==> config.mk <==
export PLATFORM = sky130hd
export DESIGN_NAME = e1_slot_mux
export DESIGN_NICKNAME = d
export VERILOG_FILES = /design/src/rtl/e1_slot_pkg.sv /design/src/rtl/e1_slot_regs.sv /design/src/rtl/e1_slot_timer.sv /design/src/rtl/e1_slot_sel.sv /design/src/rtl/e1_slot_mux.sv
export SDC_FILE = /design/constraint.sdc
export NUM_CORES = 1
export LEC_CHECK = 0
export ABC_AREA = 1
export BUFFER_PORTS_ARGS = -buffer_cell sky130_fd_sc_hd__buf_2
export CAP_MARGIN = 10
export CORE_MARGIN = 2
export CORE_UTILIZATION = 45
export CTS_CLUSTER_SIZE = 16
export DETAILED_ROUTE_END_ITERATION = 16
export PLACE_DENSITY = 0.74
export SLEW_MARGIN = 20
export SYNTH_ARGS = -nofsm -noshare
export SYNTH_HDL_FRONTEND = slang
export SYNTH_SLANG_ARGS = --single-unit
==> constraint.sdc <==
create_clock -name clk -period 2.45 [get_ports clk]
set_input_delay 0.245 -clock clk [delete_from_list [all_inputs] [get_ports clk]]
set_output_delay 0.245 -clock clk [all_outputs]
set_load 0.01 [all_outputs]
==> src/rtl/e1_slot_pkg.sv <==
package e1_slot_pkg;
  typedef enum logic [1:0] {
    SRC_TX   = 2'd0,
    SRC_IDLE = 2'd1,
    SRC_RX   = 2'd2
  } src_e;
endpackage

==> src/rtl/e1_slot_regs.sv <==
module e1_slot_regs #(
  parameter int SLOTS  = 32,
  parameter int DATA_W = 8,
  parameter int ADDR_W = 3
) (
  input  logic              clk,
  input  logic              rst,
  input  logic              we,
  input  logic [ADDR_W-1:0] addr,
  input  logic [DATA_W-1:0] wdata,
  output logic [SLOTS-1:0]  mask,
  output logic [DATA_W-1:0] code,
  output logic              alt_mode,
  output logic [DATA_W-1:0] rdata
);
  localparam int NUM_MASK  = SLOTS / DATA_W;
  localparam int CODE_ADDR = NUM_MASK;
  localparam int MODE_ADDR = NUM_MASK + 1;

  logic [DATA_W-1:0] bank_q [NUM_MASK];
  logic [DATA_W-1:0] code_q;
  logic              mode_q;
  logic [DATA_W-1:0] rd_mux;

  for (genvar g = 0; g < NUM_MASK; g++) begin : g_bank
    always_ff @(posedge clk) begin
      if (rst)                                bank_q[g] <= '0;
      else if (we && addr == ADDR_W'(g))      bank_q[g] <= wdata;
    end
    assign mask[g*DATA_W +: DATA_W] = bank_q[g];
  end

  always_ff @(posedge clk) begin
    if (rst) begin
      code_q <= '0;
      mode_q <= 1'b0;
    end else if (we) begin
      if (addr == ADDR_W'(CODE_ADDR)) code_q <= wdata;
      if (addr == ADDR_W'(MODE_ADDR)) mode_q <= wdata[0];
    end
  end

  always_comb begin
    rd_mux = '0;
    for (int i = 0; i < NUM_MASK; i++)
      if (addr == ADDR_W'(i)) rd_mux = bank_q[i];
    if (addr == ADDR_W'(CODE_ADDR)) rd_mux = code_q;
    if (addr == ADDR_W'(MODE_ADDR)) rd_mux = DATA_W'(mode_q);
  end

  always_ff @(posedge clk) begin
    if (rst) rdata <= '0;
    else     rdata <= rd_mux;
  end

  assign code     = code_q;
  assign alt_mode = mode_q;


  mode_write_chk: assert property (@(posedge clk) disable iff (rst)
    (we && addr == ADDR_W'(MODE_ADDR)) |=> (alt_mode == $past(wdata[0])));
endmodule

==> src/rtl/e1_slot_timer.sv <==
module e1_slot_timer #(
  parameter int POS_W = 8
) (
  input  logic             clk,
  input  logic             rst,
  input  logic             fsync,
  output logic [POS_W-1:0] pos
);
  logic [POS_W-1:0] cnt_q;

  assign pos = fsync ? '0 : cnt_q + 1'b1;

  always_ff @(posedge clk) begin
    if (rst) cnt_q <= '1;
    else     cnt_q <= pos;
  end


  sync_zero_chk: assert property (@(posedge clk) disable iff (rst)
    fsync |=> (cnt_q == '0));

  free_run_chk: assert property (@(posedge clk) disable iff (rst)
    !fsync |=> (cnt_q == POS_W'($past(cnt_q) + 1'b1)));
endmodule

==> src/rtl/e1_slot_sel.sv <==
module e1_slot_sel
  import e1_slot_pkg::*;
#(
  parameter int SLOTS  = 32,
  parameter int SLOT_W = 8
) (
  input  logic                                  clk,
  input  logic                                  rst,
  input  logic [$clog2(SLOTS)+$clog2(SLOT_W)-1:0] pos,
  input  logic [SLOTS-1:0]                      mask,
  input  logic [SLOT_W-1:0]                     code,
  input  logic                                  alt_mode,
  input  logic                                  tx_in,
  input  logic                                  rx_in,
  output logic                                  ser_out
);
  localparam int BIT_W = $clog2(SLOT_W);
  localparam int IDX_W = $clog2(SLOTS);

  logic [IDX_W-1:0]  slot;
  logic [BIT_W-1:0]  bit_i;
  logic              first;
  src_e              live_src, src_q, eff_src;
  logic [SLOT_W-1:0] code_q, eff_code;
  logic              idle_bit;

  assign slot  = pos[BIT_W +: IDX_W];
  assign bit_i = pos[BIT_W-1:0];
  assign first = (bit_i == '0);

  always_comb begin
    if (!mask[slot])   live_src = SRC_TX;
    else if (alt_mode) live_src = SRC_RX;
    else               live_src = SRC_IDLE;
  end

  always_ff @(posedge clk) begin
    if (rst) begin
      src_q  <= SRC_TX;
      code_q <= '0;
    end else if (first) begin
      src_q  <= live_src;
      code_q <= code;
    end
  end

  assign eff_src  = first ? live_src : src_q;
  assign eff_code = first ? code : code_q;
  assign idle_bit = eff_code[BIT_W'(SLOT_W-1) - bit_i];

  always_ff @(posedge clk) begin
    if (rst) ser_out <= 1'b0;
    else begin
      case (eff_src)
        SRC_IDLE: ser_out <= idle_bit;
        SRC_RX:   ser_out <= rx_in;
        default:  ser_out <= tx_in;
      endcase
    end
  end


  hold_sel_chk: assert property (@(posedge clk) disable iff (rst)
    !first |=> ($stable(src_q) && $stable(code_q)));

  tx_path_chk: assert property (@(posedge clk) disable iff (rst)
    (eff_src == SRC_TX) |=> (ser_out == $past(tx_in)));

  rx_path_chk: assert property (@(posedge clk) disable iff (rst)
    (eff_src == SRC_RX) |=> (ser_out == $past(rx_in)));
endmodule

==> src/rtl/e1_slot_mux.sv <==
module e1_slot_mux #(
  parameter int SLOTS  = 32,
  parameter int SLOT_W = 8,
  parameter int ADDR_W = 3
) (
  input  logic              clk,
  input  logic              rst,
  input  logic              fsync,
  input  logic              tx_in,
  input  logic              rx_in,
  input  logic              reg_we,
  input  logic [ADDR_W-1:0] reg_addr,
  input  logic [SLOT_W-1:0] reg_wdata,
  output logic [SLOT_W-1:0] reg_rdata,
  output logic              ser_out
);
  localparam int POS_W = $clog2(SLOTS) + $clog2(SLOT_W);

  logic [POS_W-1:0]  pos;
  logic [SLOTS-1:0]  mask;
  logic [SLOT_W-1:0] code;
  logic              alt_mode;

  e1_slot_regs #(.SLOTS(SLOTS), .DATA_W(SLOT_W), .ADDR_W(ADDR_W)) u_regs (
    .clk(clk), .rst(rst), .we(reg_we), .addr(reg_addr), .wdata(reg_wdata),
    .mask(mask), .code(code), .alt_mode(alt_mode), .rdata(reg_rdata)
  );

  e1_slot_timer #(.POS_W(POS_W)) u_timer (
    .clk(clk), .rst(rst), .fsync(fsync), .pos(pos)
  );

  e1_slot_sel #(.SLOTS(SLOTS), .SLOT_W(SLOT_W)) u_sel (
    .clk(clk), .rst(rst), .pos(pos), .mask(mask), .code(code),
    .alt_mode(alt_mode), .tx_in(tx_in), .rx_in(rx_in), .ser_out(ser_out)
  );
endmodule

## Word-level counts from Yosys, hierarchy flattened

Memory sizes are Yosys's and may differ from the RTL's.
Cells that the tools add are included.

- Memories kept: 1
- Output and inout port bits: 9
- Register bits: 36
- RAM bits: 32
- Logic and storage cells: 67

- Reduce and logical (&&, ||, !) cells: 9
- Magnitude comparators: 2
- Mux-type cells: 34
- Add/subtract/negate cells: 2
- Bitwise logic cells: 4
- Equal/unequal tests: 7

Memory list:

| memory | words | width | read ports | clocked after Yosys merged registers in | wr ports | RTL line | RTL |
|---|---|---|---|---|---|---|---|
| u_regs.bank_q | 4 | 8 | 4 | 0 | 4 | e1_slot_regs.sv:20 | `logic [DATA_W-1:0] bank_q [NUM_MASK];` |

Operators with widths:

| operator | count |
|---|---|
| 2-to-1 mux 8 bit | 11 |
| 2-to-1 mux 1 bit | 17 |
| adder 8 x 1 -> 8 bit (second input constant) | 1 |
| == test 3 x 2 -> 1 bit (second input constant) | 2 |
| == test 3 bit (second input constant) | 2 |
| zero test 3 bit | 2 |
| < comparator 5 x 6 -> 1 bit (second input constant) | 1 |
| 2-to-1 mux 2 bit | 3 |
| binary-select mux 1 bit (select 5 bit) | 1 |
| logical AND 1 bit | 4 |
| < comparator 3 x 4 -> 1 bit (second input constant) | 1 |
| bitwise OR 1 bit | 4 |
| AND reduction 2 bit | 2 |
| binary-select mux 1 bit (select 3 bit) | 1 |
| == test 3 x 1 -> 1 bit (second input constant) | 1 |
| subtractor 3 bit (first input constant) | 1 |
| == test 2 x 1 -> 1 bit (second input constant) | 1 |
| == test 2 bit (second input constant) | 1 |
| one-hot mux 1 bit (2 select lines) | 1 |
| OR reduction 2 bit | 1 |

## Longest topological paths before layout

- Word-level depth: 8
- Gate-level depth with buffers: 17

## Modules after synthesis

Synthesis repeated with hierarchy kept, for this count alone.

- Cell total of the unflattened synthesis: 459
- Area total of the unflattened synthesis: 3447.1 um2

Modules (own cells, without submodules):

| module | times used | area each (um2) | cells each | seq. area each (um2) |
|---|---|---|---|---|
| e1_slot_regs | 1 | 2083.2 | 225 | 1301.2 |
| e1_slot_sel | 1 | 969.7 | 174 | 220.2 |
| e1_slot_timer | 1 | 394.1 | 60 | 160.2 |

## Worst setup path before layout

No wires, ideal clock.

- Path kind: reg2reg
- Start: register u_timer.cnt_q[0]
- End: register u_sel.ser_out
- Path slack: 246 ps
- Stages on the path, launching flop included: 17
- Clock period less this slack: 2204 ps
- Data required time: 2331 ps
- Data arrival time: 2085 ps
- Library setup time: 119 ps
- Path buffers: 0
- Path through: dfxtp_1 > ha_1 > nand3_1 > nand2_1 > nand3_2 > inv_2 > nand3_1 > nand3_1 > nand3_1 > nand3_1 > nand2_2 > nand2_2 > nand2_2 > ha_1 > inv_1 > o21ai_0 > a21oi_1

- Longest elaborated chain between the ends: 8

Ends and longest elaborated chain:

| item | RTL line | RTL |
|---|---|---|
| from (decl) | e1_slot_timer.sv:9 | `logic [POS_W-1:0] cnt_q;` |
| from (signal assigned) | e1_slot_timer.sv:15 | `else cnt_q <= pos;` |
| adder 8 x 1 -> 8 bit (*) | e1_slot_timer.sv:11 | `assign pos = fsync ? '0 : cnt_q + 1'b1;` |
| 2-to-1 mux 8 bit (*) | e1_slot_timer.sv:11 |  |
| binary-select mux 1 bit (select 5 bit) | e1_slot_sel.sv:32 | `if (!mask[slot]) live_src = SRC_TX;` |
| 2-to-1 mux 1 bit (not written as such) | e1_slot_sel.sv:32 |  |
| 2-to-1 mux 2 bit | e1_slot_sel.sv:32 |  |
| 2-to-1 mux 2 bit (*) | -- |  |
| via u_sel.eff_src[1] | e1_slot_sel.sv:23 | `src_e live_src, src_q, eff_src;` |
| == test 2 bit or == test 2 x 1 -> 1 bit (tied branches) | e1_slot_sel.sv:54 | `case (eff_src)` |
| one-hot mux 1 bit (2 select lines) (*) | e1_slot_sel.sv:54 |  |
| to (signal assigned) | e1_slot_sel.sv:55 | `SRC_IDLE: ser_out <= idle_bit;` |
| to (signal assigned) | e1_slot_sel.sv:56 | `SRC_RX: ser_out <= rx_in;` |
| to (signal assigned) | e1_slot_sel.sv:57 | `default: ser_out <= tx_in;` |
| to (decl) | e1_slot_sel.sv:15 | `output logic ser_out` |

The timed path passes the listed nets; every way through them passes the cells marked *. The select of a mux whose other input is x is not followed.
A chain may end at the register's enable or synchronous reset.

## Worst setup path in the final report

- Start: register u_timer.cnt_q[1]
- End: register u_sel.ser_out

Same word-level chain as after synthesis.

==> run summary <==
The global-route wire length before repair is 12700 um. The synthesized design contains 32 enable-type register cells. The highest signal layer in the routed design was met4.

Summing every instance area after synthesis gives 3300 um2. The area fraction of the dominant cell type after synthesis is 0.291, and the endpoint required time on the critical path is 2.69 ns. Buffers inserted during clock tree synthesis total 9. The cell area power density works out to 693 nW/um2. The routed layout has 2867 vias. The main flop type after synthesis is sky130_fd_sc_hd__dfxtp_1.

The routed wirelength normalized by instance count works out to 15.5 um. The area used by sequential logic in the layout came out at 1690 um2. In this run the register-to-register setup slack is 0.18 ns. The insertion delay to the later sink of the worst-skew pair is 0.35 ns. The area of the core region was 7180 um2; the final hold slack was 0.178 ns. The final critical-path required period works out to 2.27 ns. STA classifies the critical path endpoint as a flip-flop.

For the number of max-slew violations in the final report, the log shows 0. For this design the top-level I/O count stands at 26. The flop and latch count out of synthesis was 68; the number of instances in the synthesized netlist was 396. The deepest clock path buffer count is 2, and the fraction of registers with async set or reset after synthesis is 0. The final layout contains routed wiring with a total length of 8290 um. In this run the vertical extent of the chip is 89.7 um. Fraction of layout instances using a drive strength above 1: 0.209. Detailed placement ended at an HPWL of 6060 um. The initial core utilization came out at 0.461.

For the worst setup path, the data arrival time is 2.51 ns. In this run, post-CTS hold repair placed 0 buffers. The die covers 8040 um2.

For the wire length on met2, the log shows 4000 um. STA classifies the critical path startpoint as a flip-flop. CTS saw 68 sinks. For the detailed-routed wire length on met3, the log shows 468 um. Dividing the synthesized area by the synthesized cell count gives 8.34 um2. The largest fanout on the critical path works out to 7. The run gives 0.509 as the proportion of synthesized chip area in sequential cells. The tools report the total setup violations reported at the end of the flow as 0. The cell accounting for the most synthesized area is sky130_fd_sc_hd__edfxtp_1. After clock tree synthesis, the clock-pin slew on the worst setup and hold paths is 0.08 ns. For the number of hold-slack violations in the final timing report, the log shows 0.

The run gives 2690 uW as the sum of internal, switching and leakage power. The die span in x works out to 89.7 um. 0 antenna diodes ended up in the layout. The final weighted congestion of routability-driven global placement is 0.888, and the net count of the finished layout is 451.

The number of max-cap violations is 0, and the number of standard-cell rows in the floorplan is 31. The detail-routed via count per cell is 5.36, and the via count of the first global-routing pass is 2573. The Yosys step of the flow raised 0 warnings. In this run, the number of DRC markers left after iteration 0 of detailed routing was 295.

The first detailed-routing pass took 5 iterations. The type of the most critical hold path was in -> reg. Buffers placed on the I/O ports in this run total 25. Setup repair after global routing left no endpoint under its margin. The filler cells instantiated in the layout total 664. Counting instances in the post-synthesis netlist gives the leading cell types as sky130_fd_sc_hd__nand2_1, sky130_fd_sc_hd__nor2_1, sky130_fd_sc_hd__nand3_1, sky130_fd_sc_hd__dfxtp_1, sky130_fd_sc_hd__inv_1. The sum of overflow across all layers after global routing is 0.

The signed area change from the synthesized netlist to the final layout was 17.4%. The tools report the worst setup slack after layout as 0.182 ns. The final cycle utilization of the critical path is 0.926. The tools report the maximum vdd ir drop as 450 uV. The critical path is of the reg -> reg type.

The tools report the number of routed nets with antenna violations as 0. The tools report the worst slack at placement as 0.0795 ns. The run finished with clean final reports. The most frequently used cell type in the post-synthesis netlist was sky130_fd_sc_hd__nand2_1.

The tools report the worst slew margin relative to its limit as 0.558. The final core utilization is 0.541, and the detailed-routing wirelength on met1 is 3710 um. Entering global routing, the biggest net connects 21 pins.

The tools report the area of the multi-input gates as 1440 um2. The achievable frequency came out at 0.441 GHz. TritonCTS built the clock tree.

In the routed design, unresolved DRC markers number 0. Library cell used as clock root buffer: sky130_fd_sc_hd__clkbuf_8. The tools report the total global routing track utilization as 0.212.

For the pin with the worst max-slew slack, the measured transition is 0.660 ns. The number of different library cells used by synthesis comes to 35. Yosys attributes the largest share of cell area to sky130_fd_sc_hd__edfxtp_1, sky130_fd_sc_hd__dfxtp_1, sky130_fd_sc_hd__nand2_1. The clock arrives with 0.00789 ns of skew. In the final timing run, aggregate negative setup slack is 0 ns.

The logs give 0 for the number of antenna violations at the first check in global routing and 416 for the synthesized netlist net count. For this design the static power due to leakage is 0.00160 uW. The H-tree generated during clock tree synthesis spans 3 levels.
cell usage in the layout (no fill, tap or decap), types with 2 or more instances in the layout:
cell type,n
sky130_fd_sc_hd__inv_1,34
sky130_fd_sc_hd__nand2_1,77
sky130_fd_sc_hd__nand3_2,2
sky130_fd_sc_hd__a22o_1,6
sky130_fd_sc_hd__nand3_1,41
sky130_fd_sc_hd__ha_4,2
sky130_fd_sc_hd__a21oi_1,23
sky130_fd_sc_hd__a31oi_1,7
sky130_fd_sc_hd__o21ai_1,5
sky130_fd_sc_hd__buf_12,3
sky130_fd_sc_hd__dfxtp_1,33
sky130_fd_sc_hd__nand3_4,3
sky130_fd_sc_hd__nor2_2,3
sky130_fd_sc_hd__a21oi_2,2
sky130_fd_sc_hd__nor3_1,2
sky130_fd_sc_hd__buf_2,25
sky130_fd_sc_hd__buf_4,10
sky130_fd_sc_hd__inv_2,4
sky130_fd_sc_hd__nor2_1,51
sky130_fd_sc_hd__edfxtp_1,32
sky130_fd_sc_hd__dfxtp_2,3
sky130_fd_sc_hd__nor3_2,5
sky130_fd_sc_hd__clkbuf_8,9
sky130_fd_sc_hd__buf_6,2
sky130_fd_sc_hd__nand2_2,6
sky130_fd_sc_hd__clkinvlp_4,3
sky130_fd_sc_hd__nand4_1,16
sky130_fd_sc_hd__o21ai_0,11
cell families after synthesis:
group,Yosys count,share of synthesized area
AOI/OAI and AO/OA,59,0.106
adders and majority gates,3,0.0114
buffers and inverters,55,0.0700
DFF,68,0.509
and+or+nand+nor,211,0.304
per-stage QoR:
stage,cells,cell area (um2)
2_1_floorplan,396,3300
5_1_grt,535,3880
4_1_cts,529,3730
6_report,535,3880
3_3_place_gp,513,3540
3_5_place_dp,513,3540
registers in the layout (all words and copies together) (netlist names):
name / cells
u_sel.code_q: 8
u_regs.alt_mode: 1
u_regs.bank_q: 32
u_regs.code: 8
u_regs.rdata: 8
u_sel.ser_out: 1
u_sel.src_q: 2
u_timer.cnt_q: 8
routing by layer:
metal | GRT usage | up-vias
met1 | 0.303 | 1337
li1 | - | 1413
met3 | 0.0439 | 12
met2 | 0.329 | 105
met4 | 0.0597 | 0
met5 | 0 | -
path summary, 6_finish.rpt:
kind	start	end	depth (start not counted)
min reg2reg	u_sel.code_q[0]	u_sel.code_q[0]	2
max reg2reg	u_timer.cnt_q[1]	u_sel.ser_out	18
max	u_timer.cnt_q[1]	u_sel.ser_out	18
min	reg_wdata[1]	u_regs.code[1]	3
critical path, cell delays in order, from the launching register on:
cell	delay [ns]
sky130_fd_sc_hd__dfxtp_2	0.36
sky130_fd_sc_hd__buf_4	0.13
sky130_fd_sc_hd__nand4_4	0.15
sky130_fd_sc_hd__nand3_4	0.14
sky130_fd_sc_hd__buf_12	0.12
sky130_fd_sc_hd__buf_12	0.10
sky130_fd_sc_hd__nand2_1	0.05
sky130_fd_sc_hd__nand3_1	0.07
sky130_fd_sc_hd__nand3_1	0.09
sky130_fd_sc_hd__nand3_1	0.10
sky130_fd_sc_hd__nand3b_1	0.09
sky130_fd_sc_hd__nand2_2	0.10
sky130_fd_sc_hd__nand2_2	0.07
sky130_fd_sc_hd__nand2_2	0.08
sky130_fd_sc_hd__inv_2	0.05
sky130_fd_sc_hd__ha_4	0.25
sky130_fd_sc_hd__inv_1	0.04
sky130_fd_sc_hd__o21ai_1	0.12
sky130_fd_sc_hd__a21oi_1	0.05
final cells by class:
cell class,count,area share
well taps,99,0.0319
repair buffers,40,0.0729
clock inverters,7,0.0194
inverters,39,0.0384
multi-input cells,273,0.371
clock buffers,9,0.0319
flip-flops and latches,68,0.435
power by group:
part / total [uW] / leakage (uW) / switching, uW / internal, uW
Sequential: 1310 / 0.000605 / 47.7 / 1270
Clock: 919 / 0.0000918 / 447 / 472
Combinational: 456 / 0.000905 / 283 / 174
Total: 2690 / 0.00160 / 777 / 1910
timing repair:
action,in CTS,in global routing
setup endpoints to repair,0,1
resized for setup,0,16
setup buffers,0,6
No activity file was read; power rests on OpenSTA's default activity.
